==> src/rtl/mgmt_regbank_pkg.sv <==
package mgmt_regbank_pkg;

  typedef enum logic [2:0] {
    KIND_RO,
    KIND_RW,
    KIND_SC,
    KIND_LH,
    KIND_LL,
    KIND_NONE
  } reg_kind_e;

  localparam int unsigned NUM_REGS = 5;
  localparam int unsigned ADDR_W   = $clog2(NUM_REGS);

  localparam logic [ADDR_W-1:0] ADDR_RO = ADDR_W'(0);
  localparam logic [ADDR_W-1:0] ADDR_RW = ADDR_W'(1);
  localparam logic [ADDR_W-1:0] ADDR_SC = ADDR_W'(2);
  localparam logic [ADDR_W-1:0] ADDR_LH = ADDR_W'(3);
  localparam logic [ADDR_W-1:0] ADDR_LL = ADDR_W'(4);

  function automatic reg_kind_e kind_of(input logic [ADDR_W-1:0] a);
    reg_kind_e k;
    case (a)
      ADDR_RO: k = KIND_RO;
      ADDR_RW: k = KIND_RW;
      ADDR_SC: k = KIND_SC;
      ADDR_LH: k = KIND_LH;
      ADDR_LL: k = KIND_LL;
      default: k = KIND_NONE;
    endcase
    return k;
  endfunction

endpackage

==> src/rtl/mgmt_rw_bits.sv <==
module mgmt_rw_bits #(
  parameter int unsigned       DATA_W = 8,
  parameter logic [DATA_W-1:0] INIT   = '0
) (
  input  logic              clk,
  input  logic              rst_n,
  input  logic              wr_i,
  input  logic [DATA_W-1:0] wdata_i,
  output logic [DATA_W-1:0] q_o
);

  logic [DATA_W-1:0] q_r;
  logic [DATA_W-1:0] q_n;

  always_comb begin
    q_n = q_r;
    if (wr_i) q_n = wdata_i;
  end

  always_ff @(posedge clk or negedge rst_n) begin
    if (!rst_n)    q_r <= INIT;
    else if (wr_i) q_r <= q_n;
  end

  assign q_o = q_r;

  // a write is visible on the control output in the next cycle
  assert_store_R3: assert property (@(posedge clk) disable iff (!rst_n)
    wr_i |=> (q_o == $past(wdata_i)));

endmodule

==> src/rtl/mgmt_latch_bits.sv <==
module mgmt_latch_bits #(
  parameter int unsigned DATA_W      = 8,
  parameter bit          ACTIVE_HIGH = 1'b1
) (
  input  logic              clk,
  input  logic              rst_n,
  input  logic [DATA_W-1:0] stat_i,
  input  logic              clr_i,
  output logic [DATA_W-1:0] q_o
);

  // Events and the captured state are folded to active-high here.
  logic [DATA_W-1:0] ev;
  logic [DATA_W-1:0] flag_q;
  logic [DATA_W-1:0] flag_n;

  generate
    if (ACTIVE_HIGH) begin : g_hi
      assign ev  = stat_i;
      assign q_o = flag_q;
    end else begin : g_lo
      assign ev  = ~stat_i;
      assign q_o = ~flag_q;
    end
  endgenerate

  // A clearing read reloads the live condition, so a coincident event survives.
  always_comb begin
    if (clr_i) flag_n = ev;
    else       flag_n = flag_q | ev;
  end

  always_ff @(posedge clk or negedge rst_n) begin
    if (!rst_n) flag_q <= '0;
    else        flag_q <= flag_n;
  end

  // without a read, captured bits never drop
  assert_hold_R4: assert property (@(posedge clk) disable iff (!rst_n)
    !clr_i |=> ((flag_q & $past(flag_q)) == $past(flag_q)));

  // an event is captured even in the cycle of a clearing read
  assert_event_wins_R7: assert property (@(posedge clk) disable iff (!rst_n)
    (ev != '0) |=> ((flag_q & $past(ev)) == $past(ev)));

endmodule

==> src/rtl/mgmt_sc_bits.sv <==
module mgmt_sc_bits #(
  parameter int unsigned       DATA_W    = 8,
  parameter logic [DATA_W-1:0] DONE_MASK = '1,
  parameter int unsigned       SC_CYCLES = 4
) (
  input  logic              clk,
  input  logic              rst_n,
  input  logic [DATA_W-1:0] set_i,
  input  logic [DATA_W-1:0] done_i,
  output logic [DATA_W-1:0] q_o
);

  localparam int unsigned CNT_W = (SC_CYCLES > 1) ? $clog2(SC_CYCLES) : 1;
  localparam logic [CNT_W-1:0] CNT_LOAD = CNT_W'(SC_CYCLES - 1);
  localparam logic [CNT_W:0]   AGE_END  = (CNT_W+1)'(SC_CYCLES + 1);

  for (genvar b = 0; b < DATA_W; b++) begin : g_bit
    logic q_r;
    logic q_n;

    if (DONE_MASK[b]) begin : g_done
      always_comb begin
        q_n = q_r;
        if (set_i[b])       q_n = 1'b1;
        else if (done_i[b]) q_n = 1'b0;
      end

      always_ff @(posedge clk or negedge rst_n) begin
        if (!rst_n) q_r <= 1'b0;
        else        q_r <= q_n;
      end

      // a done pulse without a new set clears the bit
      assert_done_R8: assert property (@(posedge clk) disable iff (!rst_n)
        (q_r && done_i[b] && !set_i[b]) |=> !q_r);

    end else begin : g_timer
      logic [CNT_W-1:0] cnt_r;
      logic [CNT_W-1:0] cnt_n;
      logic             cnt_en;
      logic [CNT_W:0]   age_r;

      assign cnt_en = set_i[b] | q_r;

      always_comb begin
        q_n   = q_r;
        cnt_n = cnt_r;
        if (set_i[b]) begin
          q_n   = 1'b1;
          cnt_n = CNT_LOAD;
        end else if (q_r) begin
          if (done_i[b] || (cnt_r == '0)) q_n = 1'b0;
          else                             cnt_n = cnt_r - 1'b1;
        end
      end

      always_ff @(posedge clk or negedge rst_n) begin
        if (!rst_n) begin
          q_r   <= 1'b0;
          cnt_r <= '0;
        end else if (cnt_en) begin
          q_r   <= q_n;
          cnt_r <= cnt_n;
        end
      end

      // Checker-only age counter, independent of the countdown.
      always_ff @(posedge clk or negedge rst_n) begin
        if (!rst_n)        age_r <= '0;
        else if (set_i[b]) age_r <= (CNT_W+1)'(1);
        else if (q_r)      age_r <= age_r + 1'b1;
      end

      // without a done pulse the bit lives exactly SC_CYCLES cycles
      assert_timeout_R9: assert property (@(posedge clk) disable iff (!rst_n)
        ($fell(q_r) && !$past(done_i[b])) |-> (age_r == AGE_END));
    end

    // a set always wins, even against a coincident done
    assert_set_R8: assert property (@(posedge clk) disable iff (!rst_n)
      set_i[b] |=> q_r);

    assign q_o[b] = q_r;
  end

endmodule

==> src/rtl/mgmt_regbank.sv <==
module mgmt_regbank
  import mgmt_regbank_pkg::*;
#(
  parameter int unsigned       DATA_W       = 8,
  parameter logic [DATA_W-1:0] RW_INIT      = DATA_W'('hA5),
  parameter logic [DATA_W-1:0] SC_DONE_MASK = DATA_W'('h0F),
  parameter int unsigned       SC_CYCLES    = 4
) (
  input  logic              clk,
  input  logic              rst_n,
  input  logic [ADDR_W-1:0] acc_addr,
  input  logic [DATA_W-1:0] acc_wdata,
  input  logic              acc_wr,
  input  logic              acc_rd,
  input  logic [DATA_W-1:0] status_ro_i,
  input  logic [DATA_W-1:0] status_hi_i,
  input  logic [DATA_W-1:0] status_lo_i,
  input  logic [DATA_W-1:0] op_done_i,
  output logic [DATA_W-1:0] rd_data,
  output logic [DATA_W-1:0] ctrl_rw_o,
  output logic [DATA_W-1:0] ctrl_sc_o
);

  // Reset: asserted asynchronously, released through two flops.
  logic [1:0] rst_sync_q;
  logic       rst_int_n;

  always_ff @(posedge clk or negedge rst_n) begin
    if (!rst_n) rst_sync_q <= 2'b00;
    else        rst_sync_q <= {rst_sync_q[0], 1'b1};
  end
  assign rst_int_n = rst_sync_q[1];

  // Address decode
  reg_kind_e         kind;
  logic              wr_rw;
  logic              rd_lh;
  logic              rd_ll;
  logic [DATA_W-1:0] sc_set;

  always_comb begin
    kind   = kind_of(acc_addr);
    wr_rw  = acc_wr & (kind == KIND_RW);
    rd_lh  = acc_rd & (kind == KIND_LH);
    rd_ll  = acc_rd & (kind == KIND_LL);
    sc_set = (acc_wr && (kind == KIND_SC)) ? acc_wdata : '0;
  end

  logic [DATA_W-1:0] rw_q;
  logic [DATA_W-1:0] sc_q;
  logic [DATA_W-1:0] lh_q;
  logic [DATA_W-1:0] ll_q;

  mgmt_rw_bits #(.DATA_W(DATA_W), .INIT(RW_INIT)) u_rw (
    .clk(clk), .rst_n(rst_int_n), .wr_i(wr_rw), .wdata_i(acc_wdata), .q_o(rw_q)
  );

  mgmt_sc_bits #(.DATA_W(DATA_W), .DONE_MASK(SC_DONE_MASK), .SC_CYCLES(SC_CYCLES)) u_sc (
    .clk(clk), .rst_n(rst_int_n), .set_i(sc_set), .done_i(op_done_i), .q_o(sc_q)
  );

  mgmt_latch_bits #(.DATA_W(DATA_W), .ACTIVE_HIGH(1'b1)) u_lh (
    .clk(clk), .rst_n(rst_int_n), .stat_i(status_hi_i), .clr_i(rd_lh), .q_o(lh_q)
  );

  mgmt_latch_bits #(.DATA_W(DATA_W), .ACTIVE_HIGH(1'b0)) u_ll (
    .clk(clk), .rst_n(rst_int_n), .stat_i(status_lo_i), .clr_i(rd_ll), .q_o(ll_q)
  );

  // Read path: registered, captures pre-clear values
  logic [DATA_W-1:0] rd_mux;
  logic [DATA_W-1:0] rd_q;

  always_comb begin
    case (kind)
      KIND_RO: rd_mux = status_ro_i;
      KIND_RW: rd_mux = rw_q;
      KIND_SC: rd_mux = sc_q;
      KIND_LH: rd_mux = lh_q;
      KIND_LL: rd_mux = ll_q;
      default: rd_mux = '0;
    endcase
  end

  always_ff @(posedge clk or negedge rst_int_n) begin
    if (!rst_int_n)  rd_q <= '0;
    else if (acc_rd) rd_q <= rd_mux;
  end

  assign rd_data   = rd_q;
  assign ctrl_rw_o = rw_q;
  assign ctrl_sc_o = sc_q;

  // read data only moves on a read strobe
  assert_rd_hold_R11: assert property (@(posedge clk) disable iff (!rst_int_n)
    !acc_rd |=> $stable(rd_data));

  // a read of the live-status address returns the sampled inputs
  assert_ro_live_R2: assert property (@(posedge clk) disable iff (!rst_int_n)
    (acc_rd && (acc_addr == ADDR_RO)) |=> (rd_data == $past(status_ro_i)));

  // unmapped addresses read as zero
  assert_unmapped_R10: assert property (@(posedge clk) disable iff (!rst_int_n)
    (acc_rd && (acc_addr > ADDR_LL)) |=> (rd_data == '0));

endmodule

==> config.mk <==
export PLATFORM = sky130hd
export DESIGN_NAME = mgmt_regbank
export DESIGN_NICKNAME = d
export VERILOG_FILES = /design/src/rtl/mgmt_regbank_pkg.sv /design/src/rtl/mgmt_rw_bits.sv /design/src/rtl/mgmt_latch_bits.sv /design/src/rtl/mgmt_sc_bits.sv /design/src/rtl/mgmt_regbank.sv
export SDC_FILE = /design/constraint.sdc
export NUM_CORES = 1
export LEC_CHECK = 0
export BUFFER_PORTS_ARGS = -buffer_cell sky130_fd_sc_hd__buf_2
export CORE_MARGIN = 5
export CORE_UTILIZATION = 56
export DETAILED_ROUTE_END_ITERATION = 7
export GPL_TIMING_DRIVEN = 0
export PLACE_DENSITY = 0.85
export SLEW_MARGIN = 20
export SYNTH_ARGS = -nofsm -noshare
export SYNTH_HDL_FRONTEND = slang
export SYNTH_HIERARCHICAL = 1
export SYNTH_SLANG_ARGS = --single-unit
export TNS_END_PERCENT = 1
==> constraint.sdc <==
create_clock -name clk -period 4.1 [get_ports clk]
set_input_delay 0.41 -clock clk [delete_from_list [all_inputs] [get_ports clk]]
set_output_delay 0.41 -clock clk [all_outputs]
set_load 0.01 [all_outputs]
==> results.py, run 1 <==
metrics = {
    "clock_tree": {
        "cts_tree": "built",
        "cts-root-buf": "clkbuf_8",
        "clock_latency_ns": 0.30,
        "post_cts_buffers": 0,
        "numCtsBuffers": 5,
        "clk_pin_slew_ns": 0.08,
        "clockBufferDepth": 2,
        "htree_levels": 2,
        "cts_num_sinks": 50,
    },
    "timing": {
        "whs_ns": 0.252,
        "rsz0062_at_grt": "no",
        "setup_viol": 0,
        "tns_ns": 0,
        "slew_headroom_pct": 64.5,
        "hold_viol_final": 0,
        "worst_pin_slew_ns": 0.532,
        "min_period_ns": 1.46,
        "clock.fmax_mhz": 683,
        "period_share_pct": 35.7,
        "setup_ws_ns": 2.64,
        "slew_violations": 0,
        "finClkSkew_ns": 0.0121,
    },
    "worst_setup_path": {
        "crit_arrival_ns": 1.65,
        "critPathCaptureType": "flip-flop",
        "cp.required_ns": 4.28,
        "worstPathMaxFanout": 10,
        "crit_path_start_kind": "input pin",
        "crit_type": "input pin to flip-flop",
    },
    "floorplan": {
        "initial_core_util_pct": 58.2,
        "die_w_um": 77.7,
        "fp.dieH_um": 77.7,
        "pin_count": 71,
        "coreArea_sq_um": 4410,
        "dieArea_sq_um": 6040,
        "fp-row-count": 24,
    },
    "cells_and_area": {
        "num-nets-final": 345,
        "utilization_pct": 70.1,
        "areaGrowthSynthToFinish_pct": 20.5,
        "drive_above_1_share_pct": 41.7,
        "final_area_sq_um": 3090,
        "fillers": 318,
        "antenna_cells": 0,
    },
    "routing": {
        "viasPerCell": 5.41,
        "wl_per_cell_um": 16.4,
        "num_vias": 1878,
        "drt_iter0_markers": 136,
        "drtPass1Iterations": 4,
        "drc": 0,
        "antenna_left": 0,
        "routed_wl_mm": 5.70,
    },
    "yosys": {
        "ys_ff_latch": 50,
        "synth_nets": 268,
        "yosys_warnings": 6,
        "ys_top_cells_by_area": "dfrtp_1 45%, mux2_4 7.6%, mux2i_1 5.1%",
        "synth_largest_area_cell": "dfrtp_1",
        "yosysTopAreaCellShare_pct": 44.8,
        "ys_types": 32,
        "synth_cells": 217,
        "syn_area_sq_um": 2570,
        "avgSynthCellArea_sq_um": 11.8,
        "ys_seq_area_share_pct": 48.9,
    },
    "power": {
        "p_leak_nw": 1.60,
        "p_per_area_nw_per_um2": 394,
        "ir_drop_v": 0.000261,
    },
    "grt": {
        "grt_usage_pct": 20.0,
        "antenna_found_initial": 0,
        "grt.overflow.total": 0,
        "grt_pass1_vias": 2048,
        "grt_pass1_wl_mm": 9.74,
        "grt_max_degree": 27,
    },
    "job": {
        "maxCapViolations": 0,
    },
    "place": {
        "dp_slack_ns": 2.35,
        "place_area_sq_um": 2990,
        "post-dp-hpwl_mm": 4.46,
        "place.port_buffers": 68,
        "gp_congestion": 0.802,
    },
    "worst_hold_path": {
        "worstHoldPathType": "flip-flop to asynchronous set/reset pin",
    },
    "outcome": {
        "outcome": "completed",
    },
}
## cell usage after synthesis
cell and count:
a21o_1 12, a32oi_1 8, and2_1 8, and3_1 3
and3b_1 1, and4bb_2 2, buf_2 3, buf_4 9
buf_6 2, buf_8 1, clkbuf_1 1, conb_1 1
dfrtp_1 46, dfstp_2 4, ha_1 4, inv_1 24
inv_2 1, mux2_2 3, mux2_4 13, mux2i_1 13
nand2_1 2, nand2b_1 5, nor2_1 9, nor2_4 1
nor2b_1 9, nor3b_4 4, nor4bb_1 4, o211ai_1 3
o21ai_0 8, o21ai_1 1, o221ai_1 8, or2_2 4
## cell usage in the layout (no fill, tap or decap), drive strengths merged, types with 5 or more instances in the layout
master,instances
mux2i,13
nor2,10
nor2b,9
nand2b,5
clkbuf,9
dfrtp,46
inv,25
o221ai,8
buf,84
mux2,16
a21o,12
and2,8
o21ai,9
a32oi,8
## layout make-up
type / instances / area [sq um] / area share (%)
inverter: 25 / 93.8 / 3.03
sequential: 50 / 1260 / 40.6
tap: 52 / 65.1 / 2.10
buffer: 16 / 124 / 4.00
timing repair buffer: 70 / 370 / 12.0
multi-input combinational: 126 / 1090 / 35.3
clock buffer: 8 / 90.1 / 2.91
## report_power, final
part | switching [mW] | internal [mW] | total (mW)
sequential | 0.0491 | 0.570 | 0.619
combinational | 0.142 | 0.167 | 0.309
clock | 0.152 | 0.138 | 0.290
total | 0.344 | 0.875 | 1.22
## per-layer routing
metal / vias up / GRT usage (%) / routed length, um
li1: 897 / - / -
met1: 923 / 25.7 / 2470
met2: 50 / 33.7 / 2860
met3: 8 / 4.28 / 285
met4: 0 / 6.53 / 79
met5: - / 0 / 0
## path summary, 6_finish.rpt
kind	slack (ns)	end	cells past startpoint	from
max in group asynchronous	3.26	u_rw/q_o[2]	1	rst_sync_q[1]
setup / recovery	2.64	u_rw/q_o[4]	6	acc_addr[0]
hold reg to reg	0.25	u_sc/g_bit[6].g_timer.cnt_r[0]	0	rst_sync_q[1]
setup reg to reg	2.87	u_sc/g_bit[6].g_timer.cnt_r[0]	4	u_sc/g_bit[6].g_timer.cnt_r[0]
min in group clk	0.27	u_ll/flag_q[1]	2	status_lo_i[1]
hold / removal	0.25	u_sc/g_bit[6].g_timer.cnt_r[0]	0	rst_sync_q[1]
## timing repair
action                                 4_1_cts  5_1_grt
gates resized for setup                      0        0
hold buffers                                 1        0
endpoints found under the hold margin        2        0
## sequential cells by signal (all words and copies together), names as in the netlist
register and count:
u_rw/q_o 8, u_sc/g_bit.q_r 8, u_lh/q_o 8, u_sc/g_bit.g_timer.cnt_r 8
rd_data 8, rst_sync_q 2, u_ll/flag_q 8
## cell families after synthesis
family | after synthesis | share of synthesized area (%)
DFF | 50 | 48.9
AOI/OAI and AO/OA | 40 | 11.6
and+or+nand+nor | 52 | 14.9
adders and majority gates | 4 | 1.95
buffers and inverters | 41 | 8.48
other | 1 | 0.146
muxes | 29 | 14.0
## stage by stage
| stage | cells | total power, mW |
|---|---|---|
| after floorplan | 217 | 0.833 |
| after global placement | 337 | 0.914 |
| after detailed placement | 338 | 0.939 |
| after CTS | 347 | 1.23 |
| after global routing | 347 | 1.29 |
| final | 347 | 1.22 |
## worst max-delay path: stages
cell and delay (ns):
buf_2 0.19, nor2b_1 0.14, buf_2 0.21, and3b_1 0.20, buf_6 0.18, mux2_4 0.31
No activity file was read; power rests on OpenSTA's default activity.
==> inputs of run 2 (changes only) <==
- CORE_UTILIZATION: 56 -> 47
- PLACE_DENSITY: 0.85 -> 0.76
- clock period: 4.1 -> 1.25 ns (I/O delays scaled with it)
==> run 2 against run 1 <==
Effect of this change: clock-buffer cell count down 3; critical endpoint is now u_sc/g_bit[5].g_timer.cnt_r[1]; routed wire length about the same; hold slack got worse by 0.24 ns; largest power group unchanged; largest cell class unchanged; clock power increased to 4.7 times the previous value; final cell count grew 8.6%; die area up 17%; combinational power grew to 3.4 times the previous value; utilization down 9.7 points; setup slack got worse by 2.6 ns.
==> results.py, run 2 (same netlist as run 1, synthesis figures left out) <==
metrics = {
    "timing": {
        "worst_pin_slew_ns": 0.610,
        "min_period_ns": 1.18,
        "period_share_pct": 94.2,
        "finClkSkew_ns": 0.00681,
        "setup_ws_ns": 0.0730,
        "clock.fmax_mhz": 850,
        "rsz0062_at_grt": "no",
        "slew_violations": 0,
        "hold_viol_final": 0,
        "setup_viol": 0,
        "slew_headroom_pct": 59.3,
        "tns_ns": 0,
    },
    "worst_hold_path": {
        "whs_path_depth": 2,
        "worstHoldPathType": "input pin to flip-flop",
        "hold_path_end": "u_ll/flag_q[3]",
        "hp-start": "status_lo_i[3]",
    },
    "routing": {
        "wl_per_cell_um": 15.1,
        "drc": 0,
        "num_vias": 1866,
        "routed_wl_mm": 5.70,
        "drt_iter0_markers": 83,
        "viasPerCell": 4.95,
        "antenna_left": 0,
        "drtPass1Iterations": 6,
    },
    "floorplan": {
        "fp.dieH_um": 83.9,
        "coreArea_sq_um": 5410,
        "dieArea_sq_um": 7040,
        "initial_core_util_pct": 47.5,
        "die_w_um": 83.9,
        "fp-row-count": 27,
        "pin_count": 71,
    },
    "grt": {
        "grt_pass1_wl_mm": 9.67,
        "antenna_found_initial": 0,
        "grt_pass1_vias": 1998,
        "grt.overflow.total": 0,
        "grt_usage_pct": 16.9,
        "grt_max_degree": 49,
    },
    "worst_setup_path": {
        "max_stage_delay_ns": 0.37,
        "r2r_cells": 4,
        "crit_chain": "inv_1 -> ha_1 -> nor3b_4 -> mux2i_1",
        "cp.required_ns": 1.47,
        "critPathCaptureType": "flip-flop",
        "worstPathMaxFanout": 3,
        "rr_endpoint": "u_sc/g_bit[5].g_timer.cnt_r[1]",
        "rrSetupSlack_ns": 0.07,
        "crit_type": "flip-flop to flip-flop",
        "worst-path-buf-inv": 1,
        "crit_path_start_kind": "flip-flop",
        "crit_family": "flip-flops",
        "crit-reg2reg-launch": "u_sc/g_bit[5].g_timer.cnt_r[0]",
        "cp_slowest_cell": "dfrtp_1",
        "crit_arrival_ns": 1.40,
    },
    "power": {
        "p_leak_nw": 1.66,
        "ir_drop_v": 0.000729,
        "p_per_area_nw_per_um2": 1360,
    },
    "cells_and_area": {
        "fillers": 480,
        "multiInputGateArea_sq_um": 1100,
        "num-nets-final": 355,
        "drive_above_1_share_pct": 42.0,
        "final_cell_mix": "70 x buf_2, 45 x dfrtp_1, 24 x inv_1, 13 x mux2i_1, 13 x mux2_4",
        "area.sequential_sq_um": 1260,
        "final_common_cell": "buf_2",
        "antenna_cells": 0,
        "areaGrowthSynthToFinish_pct": 27.2,
    },
    "place": {
        "place.port_buffers": 68,
        "dp_slack_ns": -0.246,
        "post-dp-hpwl_mm": 4.21,
        "gp_congestion": 0.770,
    },
    "clock_tree": {
        "cts-root-buf": "clkbuf_8",
        "htree_levels": 2,
        "clockBufferDepth": 2,
        "clock_latency_ns": 0.30,
        "clk_pin_slew_ns": 0.09,
        "numCtsBuffers": 5,
        "cts_tree": "built",
        "cts_num_sinks": 50,
    },
    "job": {
        "maxCapViolations": 0,
    },
    "outcome": {
        "outcome": "completed",
    },
}
==> run 2: worst max-delay path by stage <==
stage,from,endpoint,slack (ns),depth (start not counted)
2_1_floorplan,acc_addr[0],u_rw/q_o[1],-0.09,6
3_3_place_gp,acc_addr[0],u_rw/q_o[1],-0.20,6
3_5_place_dp,acc_addr[0],u_rw/q_o[1],-0.25,6
4_1_cts,u_sc/g_bit[6].g_timer.cnt_r[0],u_sc/g_bit[6].g_timer.cnt_r[0],0.02,4
5_1_grt,u_sc/g_bit[6].g_timer.cnt_r[0],u_sc/g_bit[6].g_timer.cnt_r[0],0.01,4
6_report,u_sc/g_bit[5].g_timer.cnt_r[0],u_sc/g_bit[5].g_timer.cnt_r[1],0.07,4
==> run 2: where the power goes <==
| part | switching, mW | leakage [nW] | internal (mW) |
|---|---|---|---|
| sequential | 0.178 | 0.559 | 1.87 |
| clock | 0.546 | 0.0683 | 0.802 |
| combinational | 0.456 | 1.03 | 0.591 |
==> run 2: final cells by class <==
class / instances / area share [%]
clock inverter: 3 / 2.11
multi-input combinational: 126 / 33.7
inverter: 25 / 2.87
sequential: 50 / 38.6
tap: 72 / 2.76
timing repair buffer: 80 / 14.0
clock buffer: 5 / 2.11
buffer: 16 / 3.87
==> run 2: repair_timing <==
item,4_1_cts,5_1_grt
buffers inserted,0,1
hold endpoints to repair,12,0
gates resized for setup,0,4
hold buffers,11,0
endpoints found under the setup margin,0,7
==> run 2: layer usage <==
metal	GRT usage, %	routed length (um)
met5	0	0
met4	5.70	75
met3	3.75	215
met2	29.1	2910
met1	20.9	2500
==> run 2: stage by stage <==
step	cell area, sq um	instances	hold slack [ns]	power [mW]	utilization [%]
floorplan	2570	217	-0.171	2.73	-
global placement	3000	357	-0.0893	3.00	55.5
detailed placement	3000	357	-0.0870	3.06	55.5
CTS	3250	376	0.00177	4.44	60.1
global route	3270	377	0.000683	4.72	60.4
finish	3270	377	0.00751	4.44	60.4
